===== src/rtl/rs485_tx_pkg.sv =====
package rs485_tx_pkg;

  typedef enum logic [2:0] {
    ST_IDLE, ST_START, ST_DATA, ST_PARITY, ST_STOP, ST_GUARD
  } tx_state_e;

  localparam logic [1:0] LINE_NORMAL = 2'd0;
  localparam logic [1:0] LINE_RS485  = 2'd1;

  localparam logic [2:0] PAR_EVEN = 3'd0;
  localparam logic [2:0] PAR_ODD  = 3'd1;
  localparam logic [2:0] PAR_ZERO = 3'd2;
  localparam logic [2:0] PAR_ONE  = 3'd3;

  localparam logic [1:0] ADDR_DATA = 2'd0;
  localparam logic [1:0] ADDR_MODE = 2'd1;
  localparam logic [1:0] ADDR_TG   = 2'd2;
  localparam logic [1:0] ADDR_DIV  = 2'd3;

  localparam int MODE_W = 6;

  typedef struct packed {
    logic       sw_rts;
    logic [2:0] par;
    logic [1:0] line;
  } mode_t;

  function automatic logic par_enabled(input logic [2:0] p);
    return p <= PAR_ONE;
  endfunction

endpackage


===== src/rtl/rs485_tx_cfg.sv =====
module rs485_tx_cfg
  import rs485_tx_pkg::*;
#(
  parameter int DATA_W = 8,
  parameter int TG_W   = 8,
  parameter int DIV_W  = 16,
  parameter int REG_W  = 16
) (
  input  logic              clk_i,
  input  logic              rst_ni,
  input  logic              wr_en_i,
  input  logic [1:0]        wr_addr_i,
  input  logic [REG_W-1:0]  wr_data_i,
  output mode_t             mode_o,
  output logic [TG_W-1:0]   tg_o,
  output logic [DIV_W-1:0]  div_o,
  output logic              data_wr_o,
  output logic [DATA_W-1:0] data_o
);

  always_ff @(posedge clk_i or negedge rst_ni) begin
    if (!rst_ni) begin
      mode_o <= '0;
      tg_o   <= '0;
      div_o  <= '0;
    end else if (wr_en_i) begin
      unique case (wr_addr_i)
        ADDR_MODE: mode_o <= mode_t'(wr_data_i[MODE_W-1:0]);
        ADDR_TG:   tg_o   <= wr_data_i[TG_W-1:0];
        ADDR_DIV:  div_o  <= wr_data_i[DIV_W-1:0];
        default:   ;
      endcase
    end
  end

  assign data_wr_o = wr_en_i && (wr_addr_i == ADDR_DATA);
  assign data_o    = wr_data_i[DATA_W-1:0];

endmodule


===== src/rtl/rs485_baud_gen.sv =====
module rs485_baud_gen #(
  parameter int DIV_W = 16
) (
  input  logic             clk_i,
  input  logic             rst_ni,
  input  logic             run_i,
  input  logic [DIV_W-1:0] div_i,
  output logic             tick_o
);

  logic [DIV_W-1:0] cnt_q;
  logic             active;

  assign active = run_i && (div_i != '0);
  assign tick_o = active && (cnt_q == div_i - 1'b1);

  // restart at idle so the start bit spans a full period
  always_ff @(posedge clk_i or negedge rst_ni) begin
    if (!rst_ni)         cnt_q <= '0;
    else if (!active)    cnt_q <= '0;
    else if (tick_o)     cnt_q <= '0;
    else                 cnt_q <= cnt_q + 1'b1;
  end

  p_cnt_range_r2: assert property (@(posedge clk_i) disable iff (!rst_ni)
    (run_i && div_i != '0) |-> (cnt_q < div_i))
    else $error("baud counter beyond divisor");

endmodule


===== src/rtl/rs485_tx_engine.sv =====
module rs485_tx_engine
  import rs485_tx_pkg::*;
#(
  parameter int DATA_W = 8,
  parameter int TG_W   = 8
) (
  input  logic              clk_i,
  input  logic              rst_ni,
  input  logic              data_wr_i,
  input  logic [DATA_W-1:0] data_i,
  input  logic              tick_i,
  input  logic              tx_en_i,
  input  logic [2:0]        par_mode_i,
  input  logic [TG_W-1:0]   tg_i,
  output logic              busy_o,
  output logic              txd_o,
  output logic              txrdy_o,
  output logic              txempty_o
);

  localparam int BIT_W = (DATA_W > 1) ? $clog2(DATA_W) : 1;
  localparam logic [BIT_W-1:0] LAST_BIT = BIT_W'(DATA_W - 1);

  tx_state_e         state_q, state_d;
  logic [DATA_W-1:0] hold_q, shift_q, shift_d;
  logic              hold_vld_q;
  logic [BIT_W-1:0]  bit_q, bit_d;
  logic [TG_W-1:0]   guard_q, guard_d;
  logic              par_q, par_d, par_en_q, par_en_d;
  logic              frame_end, load, guard_last, par_calc;

  assign guard_last = ((TG_W+1)'(guard_q) + 1'b1) == (TG_W+1)'(tg_i);

  always_comb begin
    unique case (par_mode_i)
      PAR_EVEN: par_calc = ^hold_q;
      PAR_ODD:  par_calc = ~^hold_q;
      PAR_ONE:  par_calc = 1'b1;
      default:  par_calc = 1'b0;
    endcase
  end

  always_comb begin
    state_d   = state_q;
    bit_d     = bit_q;
    guard_d   = guard_q;
    shift_d   = shift_q;
    par_d     = par_q;
    par_en_d  = par_en_q;
    frame_end = 1'b0;
    unique case (state_q)
      ST_IDLE: frame_end = 1'b1;
      ST_START: if (tick_i) begin
        state_d = ST_DATA;
        bit_d   = '0;
      end
      ST_DATA: if (tick_i) begin
        shift_d = shift_q >> 1;
        if (bit_q == LAST_BIT) state_d = par_en_q ? ST_PARITY : ST_STOP;
        else                   bit_d   = bit_q + 1'b1;
      end
      ST_PARITY: if (tick_i) state_d = ST_STOP;
      ST_STOP: if (tick_i) begin
        if (tg_i == '0) begin
          frame_end = 1'b1;
          state_d   = ST_IDLE;
        end else begin
          state_d = ST_GUARD;
          guard_d = '0;
        end
      end
      ST_GUARD: if (tick_i) begin
        if (guard_last) begin
          frame_end = 1'b1;
          state_d   = ST_IDLE;
        end else begin
          guard_d = guard_q + 1'b1;
        end
      end
      default: state_d = ST_IDLE;
    endcase
    load = frame_end && hold_vld_q && tx_en_i;
    if (load) begin
      state_d  = ST_START;
      shift_d  = hold_q;
      par_d    = par_calc;
      par_en_d = par_enabled(par_mode_i);
    end
  end

  always_ff @(posedge clk_i or negedge rst_ni) begin
    if (!rst_ni) begin
      state_q  <= ST_IDLE;
      shift_q  <= '0;
      bit_q    <= '0;
      guard_q  <= '0;
      par_q    <= 1'b0;
      par_en_q <= 1'b0;
    end else begin
      state_q  <= state_d;
      shift_q  <= shift_d;
      bit_q    <= bit_d;
      guard_q  <= guard_d;
      par_q    <= par_d;
      par_en_q <= par_en_d;
    end
  end

  // a write in the load cycle refills the holder; load takes the old word
  always_ff @(posedge clk_i or negedge rst_ni) begin
    if (!rst_ni) begin
      hold_q     <= '0;
      hold_vld_q <= 1'b0;
    end else if (data_wr_i) begin
      hold_q     <= data_i;
      hold_vld_q <= 1'b1;
    end else if (load) begin
      hold_vld_q <= 1'b0;
    end
  end

  always_comb begin
    unique case (state_q)
      ST_START:  txd_o = 1'b0;
      ST_DATA:   txd_o = shift_q[0];
      ST_PARITY: txd_o = par_q;
      default:   txd_o = 1'b1;
    endcase
  end

  assign busy_o    = (state_q != ST_IDLE);
  assign txrdy_o   = !hold_vld_q;
  assign txempty_o = (state_q == ST_IDLE) && !hold_vld_q;

  p_write_clears_rdy_r5: assert property (@(posedge clk_i) disable iff (!rst_ni)
    data_wr_i |=> !txrdy_o)
    else $error("txrdy high after data write");

  p_idle_line_high_r8: assert property (@(posedge clk_i) disable iff (!rst_ni)
    txempty_o |-> txd_o)
    else $error("line low while empty");

  p_guard_bound_r4: assert property (@(posedge clk_i) disable iff (!rst_ni)
    (state_q == ST_GUARD) |-> (guard_q < tg_i))
    else $error("guard count overran setting");

  p_freeze_no_div_r9: assert property (@(posedge clk_i) disable iff (!rst_ni)
    !tx_en_i |=> $stable(state_q))
    else $error("state moved with divisor zero");

endmodule


===== src/rtl/rs485_uart_tx.sv =====
module rs485_uart_tx
  import rs485_tx_pkg::*;
#(
  parameter int DATA_W = 8,
  parameter int TG_W   = 8,
  parameter int DIV_W  = 16,
  localparam int W1    = (DIV_W > TG_W) ? DIV_W : TG_W,
  localparam int W2    = (W1 > DATA_W) ? W1 : DATA_W,
  localparam int REG_W = (W2 > MODE_W) ? W2 : MODE_W
) (
  input  logic             clk_i,
  input  logic             rst_ni,
  input  logic             wr_en_i,
  input  logic [1:0]       wr_addr_i,
  input  logic [REG_W-1:0] wr_data_i,
  output logic             txd_o,
  output logic             rts_o,
  output logic             txrdy_o,
  output logic             txempty_o
);

  mode_t             mode;
  logic [TG_W-1:0]   tg;
  logic [DIV_W-1:0]  div;
  logic              data_wr, busy, tick;
  logic [DATA_W-1:0] data;

  rs485_tx_cfg #(
    .DATA_W(DATA_W), .TG_W(TG_W), .DIV_W(DIV_W), .REG_W(REG_W)
  ) cfg_i (
    .clk_i     (clk_i),
    .rst_ni    (rst_ni),
    .wr_en_i   (wr_en_i),
    .wr_addr_i (wr_addr_i),
    .wr_data_i (wr_data_i),
    .mode_o    (mode),
    .tg_o      (tg),
    .div_o     (div),
    .data_wr_o (data_wr),
    .data_o    (data)
  );

  rs485_baud_gen #(.DIV_W(DIV_W)) baud_i (
    .clk_i  (clk_i),
    .rst_ni (rst_ni),
    .run_i  (busy),
    .div_i  (div),
    .tick_o (tick)
  );

  rs485_tx_engine #(.DATA_W(DATA_W), .TG_W(TG_W)) eng_i (
    .clk_i      (clk_i),
    .rst_ni     (rst_ni),
    .data_wr_i  (data_wr),
    .data_i     (data),
    .tick_i     (tick),
    .tx_en_i    (div != '0),
    .par_mode_i (mode.par),
    .tg_i       (tg),
    .busy_o     (busy),
    .txd_o      (txd_o),
    .txrdy_o    (txrdy_o),
    .txempty_o  (txempty_o)
  );

  assign rts_o = (mode.line == LINE_RS485) ? !txempty_o : mode.sw_rts;

  p_rts_steady_r10: assert property (@(posedge clk_i) disable iff (!rst_ni)
    (mode.line == LINE_RS485 && $past(mode.line == LINE_RS485)
      && !txempty_o && $past(!txempty_o)) |-> (rts_o && $past(rts_o)))
    else $error("driver enable dropped while busy");

endmodule


===== config.mk =====
export PLATFORM = sky130hd
export DESIGN_NAME = rs485_uart_tx
export DESIGN_NICKNAME = d
export VERILOG_FILES = /design/src/rtl/rs485_tx_pkg.sv /design/src/rtl/rs485_tx_cfg.sv /design/src/rtl/rs485_baud_gen.sv /design/src/rtl/rs485_tx_engine.sv /design/src/rtl/rs485_uart_tx.sv
export SDC_FILE = /design/constraint.sdc
export NUM_CORES = 1
export LEC_CHECK = 0
export CAP_MARGIN = 20
export CORE_UTILIZATION = 65
export CTS_CLUSTER_DIAMETER = 80
export DETAILED_ROUTE_END_ITERATION = 8
export PLACE_DENSITY = 0.95
export SLEW_MARGIN = 20
export SYNTH_ARGS = -nofsm -noshare
export SYNTH_HDL_FRONTEND = slang
export SYNTH_SLANG_ARGS = --single-unit

===== constraint.sdc =====
create_clock -name clk_i -period 7.1 [get_ports clk_i]
set_clock_uncertainty 0.2 [all_clocks]
set_input_delay 1.775 -clock clk_i [delete_from_list [all_inputs] [get_ports clk_i]]
set_output_delay 1.775 -clock clk_i [all_outputs]
set_load 0.02 [all_outputs]

==> results of run 1 <==
## stage by stage
stage	utilization [%]	power [mW]	std cells
after floorplan	-	0.908	433
after global placement	72.6	0.993	512
after detailed placement	72.7	1.02	512
after CTS	75.5	1.35	528
after global routing	75.5	1.41	528
final	75.5	1.35	528
## final timing paths
path / start / endpoint / cells after the start
setup / recovery: cfg_i.div_o[0] / eng_i.shift_q[7] / 10
hold / removal: eng_i.bit_q[1] / eng_i.bit_q[1] / 2
setup reg to reg: cfg_i.div_o[0] / eng_i.shift_q[7] / 10
hold reg to reg: eng_i.bit_q[1] / eng_i.bit_q[1] / 2
max in group asynchronous: rst_ni / eng_i.par_q / 1
min in group asynchronous: rst_ni / cfg_i.tg_o[0] / 1
## cell families after synthesis
kind of cell             synth area share (%)
buffers and inverters                    2.98
AO/OA/AOI/OAI                            10.1
AND/OR/NAND/NOR                          16.8
flip-flops                               43.9
adder cells (fa/ha/maj)                  1.67
XOR/XNOR                                 10.1
multiplexers                             14.4
## final cells by class
| class | count | area [um^2] | share of cell area, % |
|---|---|---|---|
| tap | 77 | 96.3 | 1.95 |
| inverter | 11 | 41.3 | 0.837 |
| multi-input combinational | 321 | 2390 | 48.5 |
| clock buffer | 9 | 124 | 2.51 |
| timing repair buffer | 24 | 238 | 4.82 |
| clock inverter | 7 | 61.3 | 1.24 |
| sequential | 79 | 1980 | 40.1 |
## cells in the mapped netlist (all sizes together), types with 3 or more instances
cell type / n / area share (%)
xor2: 25 / 4.9
nand2: 28 / 2.3
or3: 4 / 0.56
inv: 11 / 0.92
mux2: 55 / 14
or4: 7 / 1.2
nand2b: 4 / 0.56
dfrtp: 79 / 44
nor3: 9 / 1.0
clkbuf: 19 / 1.6
o21ai: 15 / 1.7
o21a: 3 / 0.50
ha: 6 / 1.7
a21oi: 13 / 1.5
and3: 10 / 1.4
buf: 3 / 0.47
mux2i: 3 / 0.67
nand3: 17 / 1.9
nor2b: 5 / 0.70
nor4: 11 / 1.9
xnor2: 27 / 5.3
nor2: 33 / 2.8
o211ai: 3 / 0.50
nand3b: 3 / 0.50
## layer usage
metal | vias up | global-route usage, % | routed length [um]
met4 | 0 | 16.0 | 403
met2 | 190 | 48.9 | 4850
met1 | 1690 | 39.5 | 4320
met5 | - | 0 | 0
li1 | 1586 | - | -
met3 | 48 | 4.96 | 635
## power groups by stage
| stage | sequential (mW) | clock (mW) | combinational [mW] |
|---|---|---|---|
| after global routing | 0.651 | 0.335 | 0.423 |
| after CTS | 0.636 | 0.323 | 0.387 |
| after detailed placement | 0.640 | 0 | 0.376 |
| after floorplan | 0.590 | 0 | 0.317 |
| after global placement | 0.632 | 0 | 0.361 |
| final | 0.640 | 0.321 | 0.389 |
## sequential cells by signal (all words and copies together) (netlist names), 3 cells and up
signal         flops
baud_i.cnt_q      16
cfg_i.div_o       16
cfg_i.tg_o         8
eng_i.guard_q      8
eng_i.hold_q       8
eng_i.shift_q      8
cfg_i.mode_o       6
eng_i.bit_q        3
eng_i.state_q      3
## worst max-delay path, delay by kind of cell (launching register included)
kind	cells	cell delay (ps)
flops	1	460
compound gates	4	1490
simple gates	3	1380
fa+ha+maj	1	330
mux	1	400
buf+inv	1	120
==> out/metrics.yaml, run 1 <==
yosys_warnings: 0
gp_congestion: 0.873
antenna_found_initial: 0
grt_use_total_pct: 30.3
worst_pin_slew_ps: 981
syn_avg_cell_area_um2: 10.4
setup_ws_ps: 2590
timing.critical_path.slowest_stage_cell: "nor3b_1"
ys_ff_latch: 79
cts_max_level: 3
syn-instance-count: 433
finalCriticalPeriod_ps: 4510
post_drt_wl_per_cell_um: 19.3
wl_um: 10200
first_pass_iters: 5
clockPowerShare_pct: 23.8
die-width_um: 85.2
clk_pin_slew_worst_paths_ps: 90
initial_utilization_pct: 68.9
maxSlewViolCount: 0
regToRegSetupSlack_ps: 2590
pre_cts_slack_ps: 2700
drtIter0Drc: 233
p_leak_nw: 2.05
place_area_um2: 4750
cts_buffers: 9
seq_power_share_pct: 47.4
min_path_type: "register to register"
start_kind: "register"
synth.yosys.seq_area_share_pct: 43.9
vdd_drop_max_mv: 0.225
netlist_area_um2: 4500
syn-num-nets: 460
ant_nets: 0
clock_path_buffers: 2
final_cell_mix: "dfrtp_1 (79), mux2_2 (48), nor2_1 (33), nand2_1 (28), xnor2_1 (27)"
drive_gt1_share_pct: 16.6
hold_violations: 0
insertion_delay_ps: 360
crit_required_ps: 7150
ios: 25
outcome: "finished, final reports clean"
crit_chain: "inv_1 > ha_1 > nor3b_1 > and3_1 > o2111ai_1 > a2111oi_4 > o2111ai_2 > or3b_1 > a21oi_2 > mux2_2"
die-area_um2: 7260
via_count: 3514
setup_viol: 0
grt_pass1_vias: 3445
max_slew_margin_pct: 34.6
async_flop_share_pct: 100
cts-root-buf: "clkbuf_8"
synth_ff_type: "dfrtp_1"
path_class: "register to register"
p_int_mw: 0.867
post_cts_buffers: 0
tritoncts: "yes"
power_frac_comb_pct: 28.8
cts_resized: 0
clock-sinks: 79
arrival_ps: 4550
fmax_mhz: 222
slowest_delay_ps: 580
synthToLayoutAreaGrowth_pct: 9.59
critPathCaptureType: "register"
routed_via_density: 6.66
rsz0062_at_grt: "no"
ys_types: 57
fin_crit_sh_pct: 63.5
port_buffers: 24
die_h_um: 85.2
p_per_area_nw_per_um2: 274
cp_max_fo: 17
maxCapViolCount: 0
drc: 0
core-area_um2: 6530
switching_share_pct: 35.8
whs_ps: 297
synth-edff-count: 0
fill_cells: 399
fin_nets: 473
grt_start_max_net_pins: 80
grt_overflow: 0
fp-row-count: 29
dp_hpwl_um: 6580
postCtsHoldBufs: 0
antenna_cells: 0
finalInstanceArea_um2: 4930
grt_pass1_wl_um: 16900
p_sw_mw: 0.484
tns_ps: 0
layout_commonest_cell: "dfrtp_1"
Note: power is estimated with default switching activity, not from simulation.
==> run 2, diff against run 1 <==
--- a/config.mk
+++ b/config.mk
@@ -6,10 +6,10 @@
 export NUM_CORES = 1
 export LEC_CHECK = 0
 export CAP_MARGIN = 20
-export CORE_UTILIZATION = 65
+export CORE_UTILIZATION = 60
 export CTS_CLUSTER_DIAMETER = 80
 export DETAILED_ROUTE_END_ITERATION = 8
-export PLACE_DENSITY = 0.95
+export PLACE_DENSITY = 0.91
 export SLEW_MARGIN = 20
 export SYNTH_ARGS = -nofsm -noshare
 export SYNTH_HDL_FRONTEND = slang
==> constraint.sdc (replaced) <==
create_clock -name clk_i -period 4.65 [get_ports clk_i]
set_clock_uncertainty 0.2 [all_clocks]
set_input_delay 1.1625 -clock clk_i [delete_from_list [all_inputs] [get_ports clk_i]]
set_output_delay 1.1625 -clock clk_i [all_outputs]
set_load 0.02 [all_outputs]
==> out/metrics.yaml, run 2 (synthesis results as in run 1) <==
layout_commonest_cell: "dfrtp_1"
crit_family: "simple AND/OR/NAND/NOR gates"
via_count: 3453  # -1.7%
grt_start_max_net_pins: 80  # unchanged
grt_pass1_vias: 3316  # -3.7%
tns_ps: 0  # unchanged
initial_utilization_pct: 62.0  # -6.9 points
cp_max_fo: 12  # -5
fill_cells: 536  # +34%
place_area_um2: 4780  # +0.79%
grt_use_total_pct: 27.6  # -2.7 points
register_area_um2: 1980  # unchanged
r2r_start: "cfg_i.div_o[0]"
setup_viol: 0  # unchanged
fin_nets: 475  # +0.42%
critPathBufInv: 1  # unchanged
clk_pin_slew_worst_paths_ps: 90  # about the same
path_class: "register to register"
antenna_found_initial: 0  # unchanged
grt_pass1_wl_um: 16100  # -4.8%
ios: 25  # unchanged
max_slew_margin_pct: 34.6  # about the same
post_drt_wl_per_cell_um: 18.0  # -7.1%
fmax_mhz: 235  # +5.8%
final_cells: 552  # +4.5%
reg_top3: "baud_i.cnt_q x16, cfg_i.div_o x16"
grt_overflow: 0  # unchanged
outcome: "finished, final reports clean"
finalInstanceArea_um2: 4980  # +1.1%
cts_resized: 0  # unchanged
vdd_drop_max_mv: 0.329  # +46%
crit_chain: "inv_1 > ha_1 > nor3b_1 > and3_1 > o2111ai_1 > a2111oi_4 > o2111ai_2 > or3b_1 > a21oi_2 > mux2_2"
drtIter0Drc: 252  # +8.2%
final_cell_mix: "dfrtp_1 (79), mux2_2 (48), nor2_1 (33), nand2_1 (28), xnor2_1 (27)"
regToRegSetupSlack_ps: 390  # -2200 ps
cts_buffers: 9  # unchanged
min_path_type: "register to register"
fp-row-count: 31  # +6.9%
dp_hpwl_um: 7120  # +8.2%
worstHoldStart: "cfg_i.mode_o[1]"
min_path_cells: 1  # -1
die-area_um2: 7850  # +8.1%
drive_gt1_share_pct: 16.8  # +0.15 points
worst_pin_slew_ps: 981  # -0.165 ps
port_buffers: 24  # unchanged
hold_violations: 0  # unchanged
antenna_cells: 0  # unchanged
cts-root-buf: "clkbuf_8"
insertion_delay_ps: 370  # about the same
hold_end: "cfg_i.mode_o[1]"
p_leak_nw: 2.07  # +1.2%
ant_nets: 0  # unchanged
timing.rr.end: "eng_i.shift_q[7]"
core-area_um2: 7250  # +11%
slowest_delay_ps: 660  # +80 ps
maxCapViolCount: 0  # unchanged
finalCriticalPeriod_ps: 4260  # -246 ps
wl_um: 9920  # -2.8%
cp_num_cells: 10  # unchanged
clock-sinks: 79  # unchanged
rsz0062_at_grt: "no"
r2r_cells: 10  # unchanged
first_pass_iters: 6  # +1
p_per_area_nw_per_um2: 422  # +54%
start_kind: "register"
postCtsHoldBufs: 0  # unchanged
multiInputGateArea_um2: 2390  # -0.21%
synthToLayoutAreaGrowth_pct: 10.8
die-width_um: 88.6  # +4.0%
die_h_um: 88.6  # +4.0%
dp.cells: 536  # +4.7%
arrival_ps: 4310  # -240 ps
drc: 0  # unchanged
gp_congestion: 0.936  # +7.3%
post_cts_buffers: 0  # unchanged
maxSlewViolCount: 0  # unchanged
crit_required_ps: 4700  # -2450 ps
fin_crit_sh_pct: 91.6  # +28 points
finalPower_mw: 2.10  # +56%
clock_path_buffers: 2  # unchanged
routed_via_density: 6.26  # -6.0%
tritoncts: "yes"
timing.critical_path.slowest_stage_cell: "nor3b_1"
cts_max_level: 3  # unchanged
critPathCaptureType: "register"
==> run 2: worst max-delay path by stage <==
stage,start,end,slack (ps)
floorplan,cfg_i.div_o[0],eng_i.shift_q[0],1030
detailed placement,cfg_i.div_o[0],eng_i.shift_q[7],470
global placement,cfg_i.div_o[0],eng_i.shift_q[7],700
finish,cfg_i.div_o[0],eng_i.shift_q[7],390
global route,cfg_i.div_o[0],eng_i.shift_q[7],200
CTS,cfg_i.div_o[0],eng_i.shift_q[7],420
==> run 2: stage by stage <==
stage	worst slack (ps)	util (%)	hold WS (ps)
global placement	704	65.9	273
detailed placement	473	65.9	287
CTS	424	68.7	309
global route	197	68.7	320
finish	391	68.7	307
floorplan	1030	-	244
==> run 2: power by group <==
part / total, mW / internal (mW) / leakage, nW / switching, mW
combinational: 0.600 / 0.305 / 0.973 / 0.294
sequential: 0.966 / 0.815 / 0.994 / 0.151
clock: 0.536 / 0.255 / 0.106 / 0.282
total: 2.10 / 1.37 / 2.07 / 0.727
==> run 2: routing by layer <==
metal,up-vias,share of wire [%],track usage [%]
li1,1587,-,-
met2,134,48,43.9
met3,29,5.7,7.28
met4,0,2.8,11.9
met5,-,0,0
met1,1703,43,35.8
==> run 2: area by class of cell <==
class                   instances  share of cell area, %
clock buffers                   9                   2.48
repair buffers                 26                   5.07
multi-input cells             321                   47.9
flip-flops and latches         79                   39.7
clock inverters                 7                   1.56
well taps                      99                   2.48
inverters                      11                  0.828
==> run 3, diff against run 2 <==
--- a/config.mk
+++ b/config.mk
@@ -9,6 +9,7 @@
 export CORE_UTILIZATION = 60
 export CTS_CLUSTER_DIAMETER = 80
 export DETAILED_ROUTE_END_ITERATION = 8
+export GPL_ROUTABILITY_DRIVEN = 0
 export PLACE_DENSITY = 0.91
 export SLEW_MARGIN = 20
 export SYNTH_ARGS = -nofsm -noshare
==> out/metrics.yaml, run 3 (synthesis results as in run 1) <==
outcome: "finished, final reports clean"
wl_um: 10500  # +6.0%
final_cell_mix: "dfrtp_1 (79), mux2_2 (48), nor2_1 (33), nand2_1 (28), xnor2_1 (27)"
ant_nets: 0  # unchanged
maxSlewViolCount: 0  # unchanged
cp_max_fo: 12  # unchanged
crit_family: "simple AND/OR/NAND/NOR gates"
via_count: 3533  # +2.3%
core-area_um2: 7250  # unchanged
finalCriticalPeriod_ps: 4220  # -42.7 ps
min_path_cells: 2  # +1
setup_ws_ps: 433  # +42.7 ps
rsz0062_at_grt: "no"
grt_overflow: 0  # unchanged
crit_start: "cfg_i.div_o[0]"
drive_gt1_share_pct: 16.8  # unchanged
fin_util_pct: 68.8  # +0.086 points
r2r_cells: 10  # unchanged
register_area_um2: 1980  # unchanged
post_drt_wl_per_cell_um: 19.0  # +6.0%
grt_use_total_pct: 29.3  # +1.7 points
post_cts_buffers: 0  # unchanged
clock_path_buffers: 2  # unchanged
antenna_found_initial: 0  # unchanged
clk_pin_slew_worst_paths_ps: 100  # about the same
postCtsHoldBufs: 0  # unchanged
maxCapViolCount: 0  # unchanged
drc: 0  # unchanged
routed_via_density: 6.40  # +2.3%
seq_power_share_pct: 45.9  # about the same
fill_cells: 508  # -5.2%
timing.critical_path.slowest_stage_cell: "nor3b_1"
p_sw_mw: 0.747  # +2.7%
p_per_area_nw_per_um2: 426  # +1.1%
initial_utilization_pct: 62.0  # unchanged
layout_commonest_cell: "dfrtp_1"
fmax_mhz: 237  # +1.0%
reg_top3: "baud_i.cnt_q x16, cfg_i.div_o x16"
p_int_mw: 1.38  # +0.35%
pre_cts_slack_ps: 586  # +113 ps
dp.cells: 536  # unchanged
setup_viol: 0  # unchanged
grt_start_max_net_pins: 80  # unchanged
p_leak_nw: 2.07  # -0.15%
switching_share_pct: 35.1  # +0.53 points
dp_hpwl_um: 7190  # +0.87%
die-area_um2: 7850  # unchanged
worst_pin_slew_ps: 996  # +15.8 ps
drtIter0Drc: 381  # +51%
cts_resized: 0  # unchanged
first_pass_iters: 5  # -1
cts_buffers: 9  # unchanged
fin_crit_sh_pct: 90.7  # -0.92 points
critPathBufInv: 1  # unchanged
slowest_delay_ps: 610  # -50 ps
tritoncts: "yes"
r2r_start: "cfg_i.div_o[0]"
insertion_delay_ps: 370  # about the same
min_path_type: "register to register"
fp-row-count: 31  # unchanged
fin_nets: 475  # unchanged
cts_max_level: 3  # unchanged
synthToLayoutAreaGrowth_pct: 10.9
max_slew_margin_pct: 33.6  # -1.1 points
clock-sinks: 79  # unchanged
worstHoldStart: "eng_i.bit_q[1]"
critPathCaptureType: "register"
power_frac_comb_pct: 28.4  # about the same
die-width_um: 88.6  # unchanged
clockPowerShare_pct: 25.7  # +0.2 points
start_kind: "register"
grt_pass1_vias: 3461  # +4.4%
ios: 25  # unchanged
cts-root-buf: "clkbuf_8"
port_buffers: 24  # unchanged
hold_violations: 0  # unchanged
grt_pass1_wl_um: 17100  # +6.6%
arrival_ps: 4260  # -50 ps
path_class: "register to register"
crit_required_ps: 4690  # about the same
crit_chain: "inv_1 > ha_1 > nor3b_1 > and3_1 > o2111ai_1 > a2111oi_4 > o2111ai_2 > or3b_1 > a21oi_2 > mux2_1"
antenna_cells: 0  # unchanged
final_cells: 552  # unchanged
die_h_um: 88.6  # unchanged
tns_ps: 0  # unchanged
vdd_drop_max_mv: 0.315  # -4.3%
cp_num_cells: 10  # unchanged
multiInputGateArea_um2: 2390  # unchanged
## run 3: cell count changes in the layout (fill, tap and decap cells not counted)
cell and change:
clkinvlp_4 +1, clkinv_2 -2, inv_6 +1
## run 3: power by group through the flow
stage	Clock (mW)	Combinational [mW]	Sequential (mW)
2_1_floorplan	0	0.484	0.901
3_3_place_gp	0	0.557	0.961
3_5_place_dp	0	0.589	0.979
4_1_cts	0.550	0.603	0.969
5_1_grt	0.574	0.659	0.993
6_report	0.547	0.604	0.976
## run 3: final timing paths
kind	slack (ps)	to
max	430	eng_i.shift_q[6]
max reg2reg	430	eng_i.shift_q[6]
max in group asynchronous	2840	baud_i.cnt_q[12]
min in group asynchronous	720	eng_i.guard_q[3]
min	300	eng_i.bit_q[1]
min reg2reg	300	eng_i.bit_q[1]
## run 3: layout make-up
class,count,area share (%)
multi-input combinational,321,47.9
sequential,79,39.6
timing repair buffer,26,5.06
clock buffer,9,2.48
tap,99,2.48
clock inverter,7,1.68
inverter,11,0.827
## run 3: per-stage QoR
stage / hold WS, ps / instance area [um^2] / power [mW]
finish: 305 / 4990 / 2.13
global route: 327 / 4990 / 2.23
CTS: 307 / 4990 / 2.12
detailed placement: 284 / 4780 / 1.57
global placement: 272 / 4780 / 1.52
floorplan: 244 / 4500 / 1.39
## run 3: worst min-delay path, cell delays in order, from the launching register on
cell and delay [ps]:
dfrtp_1 370, nand2_1 50, o21ai_0 60
## run 3: routing by layer
layer  global-route usage [%]  up-vias  share of wire, %
li1                         -     1573                 -
met5                        0        -                 0
met2                     48.7      175                51
met4                     13.6        0               3.5
met1                     37.0     1740                39
met3                     5.88       45               6.6
